==> src/rtl/assoc_node_pkg.sv <==
// Package: assoc_node_pkg
// Shared defaults for the associative memory node.
// Assumes symbols are unsigned and that value 0 is the "absent" marker.
package assoc_node_pkg;
    localparam int unsigned NODE_SYM_W = 4;
    localparam logic [31:0] SYM_ABSENT = 32'd0;
endpackage

==> src/rtl/assoc_node_table.sv <==
// Module: assoc_node_table
// Storage of the node: one entry per neighbour symbol, written
// synchronously and read combinationally.
// Assumes the write enable already excludes zero address and zero data.
module assoc_node_table #(
    parameter int unsigned SYM_W = 4
) (
    input  logic                              clk,
    input  logic                              rst_n,
    input  logic                              wr_en,
    input  logic [SYM_W-1:0]                  wr_addr,
    input  logic [SYM_W-1:0]                  wr_data,
    input  logic [SYM_W-1:0]                  rd_addr,
    output logic [SYM_W-1:0]                  rd_data,
    output logic [(1<<SYM_W)-1:0][SYM_W-1:0]  mem_o
);
    localparam int unsigned DEPTH = 1 << SYM_W;

    logic [DEPTH-1:0][SYM_W-1:0] mem_q;

    // Clear on reset, otherwise store the permitted pair.
    always_ff @(posedge clk) begin
        if (!rst_n) begin
            mem_q <= '0;
        end else if (wr_en) begin
            mem_q[wr_addr] <= wr_data;
        end
    end

    // Combinational read port for recall.
    always_comb begin
        rd_data = mem_q[rd_addr];
    end

    assign mem_o = mem_q;

    // A reset edge leaves the whole table empty.
    assert_reset_clears_R1: assert property (@(posedge clk)
        !rst_n |=> (mem_q == '0));

    // A permitted write lands at its address.
    assert_write_lands_R2: assert property (@(posedge clk) disable iff (!rst_n)
        wr_en |=> (mem_q[$past(wr_addr)] == $past(wr_data)));

    // Without a write enable the table holds.
    assert_no_write_holds_R3: assert property (@(posedge clk) disable iff (!rst_n)
        !wr_en |=> $stable(mem_q));

    // The gate upstream never lets a zero address or zero datum through.
    assert_zero_not_stored_R4: assert property (@(posedge clk) disable iff (!rst_n)
        wr_en |-> ((wr_data != '0) && (wr_addr != '0)));
endmodule

==> src/rtl/assoc_node_learn.sv <==
// Module: assoc_node_learn
// Learning control: detects a conflict against the addressed entry
// and gates the write with the external update permit.
// Assumes `stored` is the combinational read of entry `nbr_sym`.
module assoc_node_learn #(
    parameter int unsigned SYM_W = 4
) (
    input  logic             learn_en,
    input  logic             upd_permit,
    input  logic [SYM_W-1:0] nbr_sym,
    input  logic [SYM_W-1:0] own_sym,
    input  logic [SYM_W-1:0] stored,
    output logic             conflict,
    output logic             wr_en
);
    logic both_present;

    // Both symbols must carry data for learning to act.
    always_comb begin
        both_present = (nbr_sym != '0) && (own_sym != '0);
    end

    // A conflict is a valid entry that disagrees with the new symbol.
    always_comb begin
        conflict = learn_en && both_present && (stored != '0) && (stored != own_sym);
    end

    // A write needs learning, the permit and real data.
    always_comb begin
        wr_en = learn_en && upd_permit && both_present;
    end
endmodule

==> src/rtl/assoc_node_recall.sv <==
// Module: assoc_node_recall
// Forward recall: qualifies the entry read for a neighbour symbol.
// Assumes an entry value of 0 means empty.
module assoc_node_recall #(
    parameter int unsigned SYM_W = 4
) (
    input  logic [SYM_W-1:0] nbr_sym,
    input  logic [SYM_W-1:0] stored,
    output logic [SYM_W-1:0] recall_sym,
    output logic             recall_valid
);
    // Valid only for a present key addressing a filled entry.
    always_comb begin
        recall_valid = (nbr_sym != '0) && (stored != '0);
        recall_sym   = recall_valid ? stored : '0;
    end
endmodule

==> src/rtl/assoc_node_search.sv <==
// Module: assoc_node_search
// Reverse recall: compares every entry against a key in parallel,
// one XNOR per stored bit, reducing each entry to one hit bit.
// Assumes a zero key means no query and must produce no hits.
module assoc_node_search #(
    parameter int unsigned SYM_W = 4
) (
    input  logic [(1<<SYM_W)-1:0][SYM_W-1:0] mem_i,
    input  logic [SYM_W-1:0]                 key,
    output logic [(1<<SYM_W)-1:0]            hits,
    output logic                             any_hit
);
    localparam int unsigned DEPTH = 1 << SYM_W;

    logic key_present;

    // A query exists only for a nonzero key.
    always_comb begin
        key_present = (key != '0);
    end

    for (genvar i = 0; i < DEPTH; i++) begin : g_entry
        logic [SYM_W-1:0] bit_eq;
        // Bitwise equality of entry i against the key.
        always_comb begin
            bit_eq  = ~(mem_i[i] ^ key);
            hits[i] = key_present && (&bit_eq);
        end
    end

    // Summary of all per-entry hits.
    always_comb begin
        any_hit = |hits;
    end
endmodule

==> src/rtl/assoc_node.sv <==
// Module: assoc_node
// One node of a bidirectional hetero-associative memory. The neighbour
// symbol addresses a table of own-variable symbols; learning writes on
// permit, recall reads by address or by content search.
// Assumes the peer vote arrives already resolved on upd_permit.
module assoc_node #(
    parameter int unsigned SYM_W = assoc_node_pkg::NODE_SYM_W
) (
    input  logic                    clk,
    input  logic                    rst_n,
    input  logic                    learn_en,
    input  logic                    upd_permit,
    input  logic [SYM_W-1:0]        nbr_sym,
    input  logic [SYM_W-1:0]        own_sym,
    input  logic [SYM_W-1:0]        search_sym,
    output logic                    conflict,
    output logic [SYM_W-1:0]        recall_sym,
    output logic                    recall_valid,
    output logic [(1<<SYM_W)-1:0]   search_hits,
    output logic                    search_any
);
    localparam int unsigned DEPTH = 1 << SYM_W;

    logic                        wr_en;
    logic [SYM_W-1:0]            stored;
    logic [DEPTH-1:0][SYM_W-1:0] mem_view;

    assoc_node_table #(.SYM_W(SYM_W)) table_i (
        .clk     (clk),
        .rst_n   (rst_n),
        .wr_en   (wr_en),
        .wr_addr (nbr_sym),
        .wr_data (own_sym),
        .rd_addr (nbr_sym),
        .rd_data (stored),
        .mem_o   (mem_view)
    );

    assoc_node_learn #(.SYM_W(SYM_W)) learn_i (
        .learn_en   (learn_en),
        .upd_permit (upd_permit),
        .nbr_sym    (nbr_sym),
        .own_sym    (own_sym),
        .stored     (stored),
        .conflict   (conflict),
        .wr_en      (wr_en)
    );

    assoc_node_recall #(.SYM_W(SYM_W)) recall_i (
        .nbr_sym      (nbr_sym),
        .stored       (stored),
        .recall_sym   (recall_sym),
        .recall_valid (recall_valid)
    );

    assoc_node_search #(.SYM_W(SYM_W)) search_i (
        .mem_i   (mem_view),
        .key     (search_sym),
        .hits    (search_hits),
        .any_hit (search_any)
    );

    // A permitted write over a conflicting entry replaces it.
    assert_conflict_overwrite_R8: assert property (@(posedge clk) disable iff (!rst_n)
        (conflict && upd_permit) |=> (mem_view[$past(nbr_sym)] == $past(own_sym)));

    // A freshly written symbol is found by an unchanged search key.
    assert_search_sees_write_R7: assert property (@(posedge clk) disable iff (!rst_n)
        (wr_en && (search_sym == own_sym)) |=>
            (!$stable(search_sym) || search_hits[$past(nbr_sym)]));
endmodule

==> config.mk <==
export PLATFORM = sky130hd
export DESIGN_NAME = assoc_node
export DESIGN_NICKNAME = d
export VERILOG_FILES = /design/src/rtl/assoc_node_pkg.sv /design/src/rtl/assoc_node_table.sv /design/src/rtl/assoc_node_learn.sv /design/src/rtl/assoc_node_recall.sv /design/src/rtl/assoc_node_search.sv /design/src/rtl/assoc_node.sv
export SDC_FILE = /design/constraint.sdc
export NUM_CORES = 1
export LEC_CHECK = 0
export ABC_AREA = 1
export BUFFER_PORTS_ARGS = -buffer_cell sky130_fd_sc_hd__buf_2
export CAP_MARGIN = 15
export CORE_MARGIN = 5
export CORE_UTILIZATION = 45
export CTS_CLUSTER_SIZE = 14
export DETAILED_ROUTE_END_ITERATION = 8
export PLACE_DENSITY_LB_ADDON = 0.3
export SETUP_SLACK_MARGIN = 0.02
export SLEW_MARGIN = 5
export SYNTH_ARGS = -nofsm -noshare
export SYNTH_HDL_FRONTEND = slang
export SYNTH_SLANG_ARGS = --single-unit
==> constraint.sdc <==
create_clock -name clk -period 4.1 [get_ports clk]
set_input_delay 0.41 -clock clk [delete_from_list [all_inputs] [get_ports clk]]
set_output_delay 0.41 -clock clk [all_outputs]
set_load 0.05 [all_outputs]
# [Word-level counts from Yosys, hierarchy flattened]
# Index checks and enable logic that the tools add are counted.
[totals] register_bits=64 elab_cells=102
[op_classes] n_lt_le_gt_ge=2 eq_ne=1 muxes=6 bitwise_logic=32 n_reduce_logical=45
[ops] operator="bitwise mux 64 bit" count=1
[ops] operator="inverter 4 bit" count=16
[ops] operator="AND reduction 4 bit" count=16
[ops] operator="XOR 4 bit" count=16
[ops] operator="logical AND 1 bit" count=24
[ops] operator="binary-select mux 4 bit (select 4 bit)" count=1
[ops] operator="demux 4 bit (select 4 bit)" count=1
[ops] operator="nonzero test 4 bit" count=4
[ops] operator="OR reduction 16 bit" count=1
[ops] operator="two-way mux 4 bit" count=3
[ops] operator="< comparator 4 x 5 -> 1 bit (second input constant)" count=1
[ops] operator=">= comparator 4 x 1 -> 1 bit (second input constant)" count=1
[ops] operator="inequality test 4 bit" count=1

# [Logic depth before layout (Yosys ltp)]
[logic_depth] depth_word=5 depth_mapped=14

# [Modules after synthesis]
# Synthesis repeated with hierarchy kept, for this count alone.
[hier_totals] hier_cells=693 area_unflattened_um2=4327.9
[by_module_without_submodules] mod="assoc_node_table" n_inst=1 cells_each=471 area_per_inst_um2=3061.7 seq_area_each_um2=1281.2
[by_module_without_submodules] mod="assoc_node_search" n_inst=1 cells_each=181 area_per_inst_um2=1092.3 seq_area_each_um2=0.0
[by_module_without_submodules] mod="assoc_node_learn" n_inst=1 cells_each=25 area_per_inst_um2=111.4 seq_area_each_um2=0.0
[by_module_without_submodules] mod="assoc_node_recall" n_inst=1 cells_each=16 area_per_inst_um2=62.6 seq_area_each_um2=0.0

# [Least setup slack after synthesis]
# OpenSTA, ideal clock, no wires.
[synth_path] kind="input to output" start="in search_sym[2]" end="out search_any" t_arrival_ns=3.154 required_ns=3.690 setup_slack_ns=0.536 path_stages=8 n_path_buf=2 path_cell_list="buf_4 buf_2 xor2_1 nor4_1 nor2_1 nand2_1 nor2_1 nand2_1"
[synth_via] elab_chain_len=5
[synth_rtl] element="from (decl)" line_no="assoc_node.sv:15" source="input logic [SYM_W-1:0] search_sym,"
[synth_rtl] element="XOR 4 bit" line_no="assoc_node_search.sv:26" source="bit_eq = ~(mem_i[i] ^ key);"
[synth_rtl] element="inverter 4 bit" line_no="assoc_node_search.sv:26"
[synth_rtl] element="AND reduction 4 bit" line_no="assoc_node_search.sv:27" source="hits[i] = key_present && (&bit_eq);"
[synth_rtl] element="logical AND 1 bit *" line_no="assoc_node_search.sv:27"
[synth_rtl] element="named net search_hits[12]" line_no="assoc_node.sv:19" source="output logic [(1<<SYM_W)-1:0] search_hits,"
[synth_rtl] element="OR reduction 16 bit *" line_no="assoc_node_search.sv:33" source="any_hit = |hits;"
[synth_rtl] element="to (decl)" line_no="assoc_node.sv:20" source="output logic search_any"
# Mark *: on every way through the listed nets, which the timed path passes. The rest lies on a longest branch.

# [Worst setup path in the final report]
[layout_path] start="in search_sym[1]" end="out search_any"
[layout_via] elab_chain_len=5
[layout_rtl] element="XOR 4 bit" line_no="assoc_node_search.sv:26"
[layout_rtl] element="inverter 4 bit" line_no="assoc_node_search.sv:26"
[layout_rtl] element="AND reduction 4 bit" line_no="assoc_node_search.sv:27"
[layout_rtl] element="logical AND 1 bit" line_no="assoc_node_search.sv:27"
[layout_rtl] element="OR reduction 16 bit *" line_no="assoc_node_search.sv:33"
# Mark *: on every way between the ends. The rest lies on a longest branch, timed or not.

==> impl_metrics.tcl <==
set metrics [dict create \
    status "finished clean" \
    fin_skew_ns 0 \
    synth_top_family_by_area "simple AND/OR/NAND/NOR gates" \
    slowest_delay_ns 0.66 \
    area_growth_pct 9.43 \
    ys_top_cells_by_area "dfxtp_1, nand2_1, o21ai_0" \
    clock_latency_ns 0.34 \
    peakVddDrop_v 0.000123 \
    portBuffers 38 \
    yosysTopAreaCellShare_pct 32.5 \
    coreArea_sq_um 8640 \
    synth.area.mux_share_pct 0 \
    multi_input_area_sq_um 2350 \
    cp_slowest_cell "inv_1" \
    antenna_found_initial 0 \
    ys.flop_type "dfxtp_1" \
    wl_per_cell_microns 17.0 \
    worst_path_dominant_cell_family "buffers and inverters" \
    layout-drive-gt1-share_pct 14.1 \
    crit_buf_inv 4 \
    fmax_ghz 0.295 \
    synth_xor_area_share_pct 7.11 \
    yosysWarnings 0 \
    wl_met1_microns 5870 \
    pre_cts_ws_ns 0.793 \
    cts_setup_buffers 0 \
    ys_seq_elements 64 \
    drv_slew 0 \
    maxCapViolCount 0 \
    drtPass1Iterations 5 \
    fin_crit_ns 3.39 \
    fin_ws_ns 0.715 \
    largest_reg_flops 64 \
    track_usage_pct 23.7 \
    grt_pass1_vias 3866 \
    grt_max_degree 65 \
    synth_compound_area_share_pct 17.8 \
    rsz0062_at_grt "no" \
    synth_commonest_cells "nand2_1, o21ai_0, dfxtp_1" \
    tns_ns 0 \
    clock_path_buffers 2 \
    syn_avg_cell_area_sq_um 6.40 \
    yosys.area.top_type "dfxtp_1" \
    power.total_mw 1.33 \
    rows 34 \
    ctsHoldBuffers 0 \
    tightest_slew_ns 0.977 \
    synthArstFlopShare_pct 0 \
    wl_met3_microns 1120 \
    dieArea_sq_um 10700 \
    arrival_ns 2.98 \
    synth_edf_count 0 \
    syn_area_sq_um 3940 \
    fin_nets 653 \
    cts_tree "done" \
    wl_met2_microns 5530 \
    cts.sinks 64 \
    die_x_microns 104 \
    setup_viol 0 \
    synthCells 616 \
    fin_crit_sh_pct 82.6 \
    powerDensity_nw_per_um2 309 \
    drc_errors 0 \
    cts_root_buf "clkbuf_8" \
    post_cts_resize_count 0 \
    io_pins 39 \
    hold_viol_final 0 \
    diodes 0 \
    cts_made_buffers 9 \
    critPathMaxFanout 22 \
    synth_fa_ha_area_share_pct 0 \
    ys_types 25 \
    top_layer_used "met4" \
    wl_microns 12700 \
    relSlewSlack_pct 34.8 \
    gp_congestion 0.979 \
    worstPathCellList "buf_2 -> inv_1 -> nand3_1 -> inv_2 -> nor4_1 -> nor2_1 -> nand2_1 -> nor2_1 -> nand2_1 -> buf_2" \
    leakagePower_nw 2.06 \
    avgViaCountPerCell 5.55 \
    critPathKind "in -> out" \
    cp-end-kind "output port" \
    worstSetupStartpointType "input pin" \
    grt_pass1_wl_microns 20600 \
    synth_seq_area_share_pct 32.5 \
    ff_latch_area_sq_um 1280 \
    required_ns 3.69 \
    dpl.hpwl_microns 8640 \
    cts.htree.levels 3 \
    floorplan.initialDensity_pct 45.6 \
    antenna_left 0 \
    yosys.area_share.simple_pct 34.7 \
    vias 4152 \
    cts.clk_slew.worst_paths_ns 0.07 \
    die_h_microns 104 \
    drt_iter0_drc 347 \
    globalRouteOverflowTotal 0 \
    synth_nets 632 \
    hold_class "reg -> reg" \
    fillers 907 \
    synth.most_common_cell "nand2_1" \
]
-- routing by layer --
metal | track usage (%) | vias up
met2 | 34.8 | 174
met5 | 0 | -
met1 | 33.6 | 1908
met4 | 8.34 | 0
li1 | - | 2050
met3 | 5.53 | 20
-- placed cells by master (no fill, tap or decap), drive strengths merged --
cell type,netlist,routed
nor2,34,34
dfxtp,64,64
o211ai,4,4
inv,44,44
nor4,14,14
or2,10,10
clkbuf,15,14
nand3,7,7
buf,15,40
a21oi,62,62
clkinv,1,1
nand2,220,220
nand4,16,16
nor3,6,6
o21ai,72,72
xnor2,2,2
xor2,30,30
-- stage by stage --
stage,util (%),area [sq um],instances,hold WS [ns]
6_report,49.9,4310,748,0.441
5_1_grt,49.9,4310,748,0.491
4_1_cts,49.9,4310,748,0.441
3_5_place_dp,47.9,4140,734,0.430
3_3_place_gp,47.9,4140,734,0.430
2_1_floorplan,-,3940,616,0.420
-- where the power goes --
group / internal (mW) / switching (mW) / total [mW] / leakage, nW
registers: 0.629 / 0.00720 / 0.636 / 0.516
logic: 0.0490 / 0.152 / 0.201 / 1.45
clock network: 0.263 / 0.234 / 0.497 / 0.0886
total: 0.941 / 0.393 / 1.33 / 2.06
-- kinds of logic after synthesis --
logic type	after synthesis
and+or+nand+nor	307
xor gates and xnor gates	32
buffers and inverters	75
DFF	64
AOI/OAI and AO/OA	138
-- worst paths after layout --
check / slack [ns] / cells after the start / end / start
worst max-delay path: 0.71 / 10 / search_any / search_sym[1]
worst min-delay path: 0.44 / 2 / table_i.mem_o[0] / table_i.mem_o[0]
worst max register to register: 3.33 / 2 / table_i.mem_o[19] / table_i.mem_o[19]
worst min register to register: 0.44 / 2 / table_i.mem_o[0] / table_i.mem_o[0]
-- area by class of cell --
| type | count | area share [%] |
|---|---|---|
| multi-input combinational | 477 | 54.5 |
| sequential | 64 | 29.7 |
| timing repair buffer | 40 | 4.76 |
| clock buffer | 14 | 4.00 |
| inverter | 45 | 3.92 |
| tap | 108 | 3.13 |
-- worst register-to-register path: stages, from the launching register on --
cell,delay (ns)
dfxtp_1,0.40
o21ai_0,0.12
a21oi_1,0.18
Power figures use the tool's default switching activity.
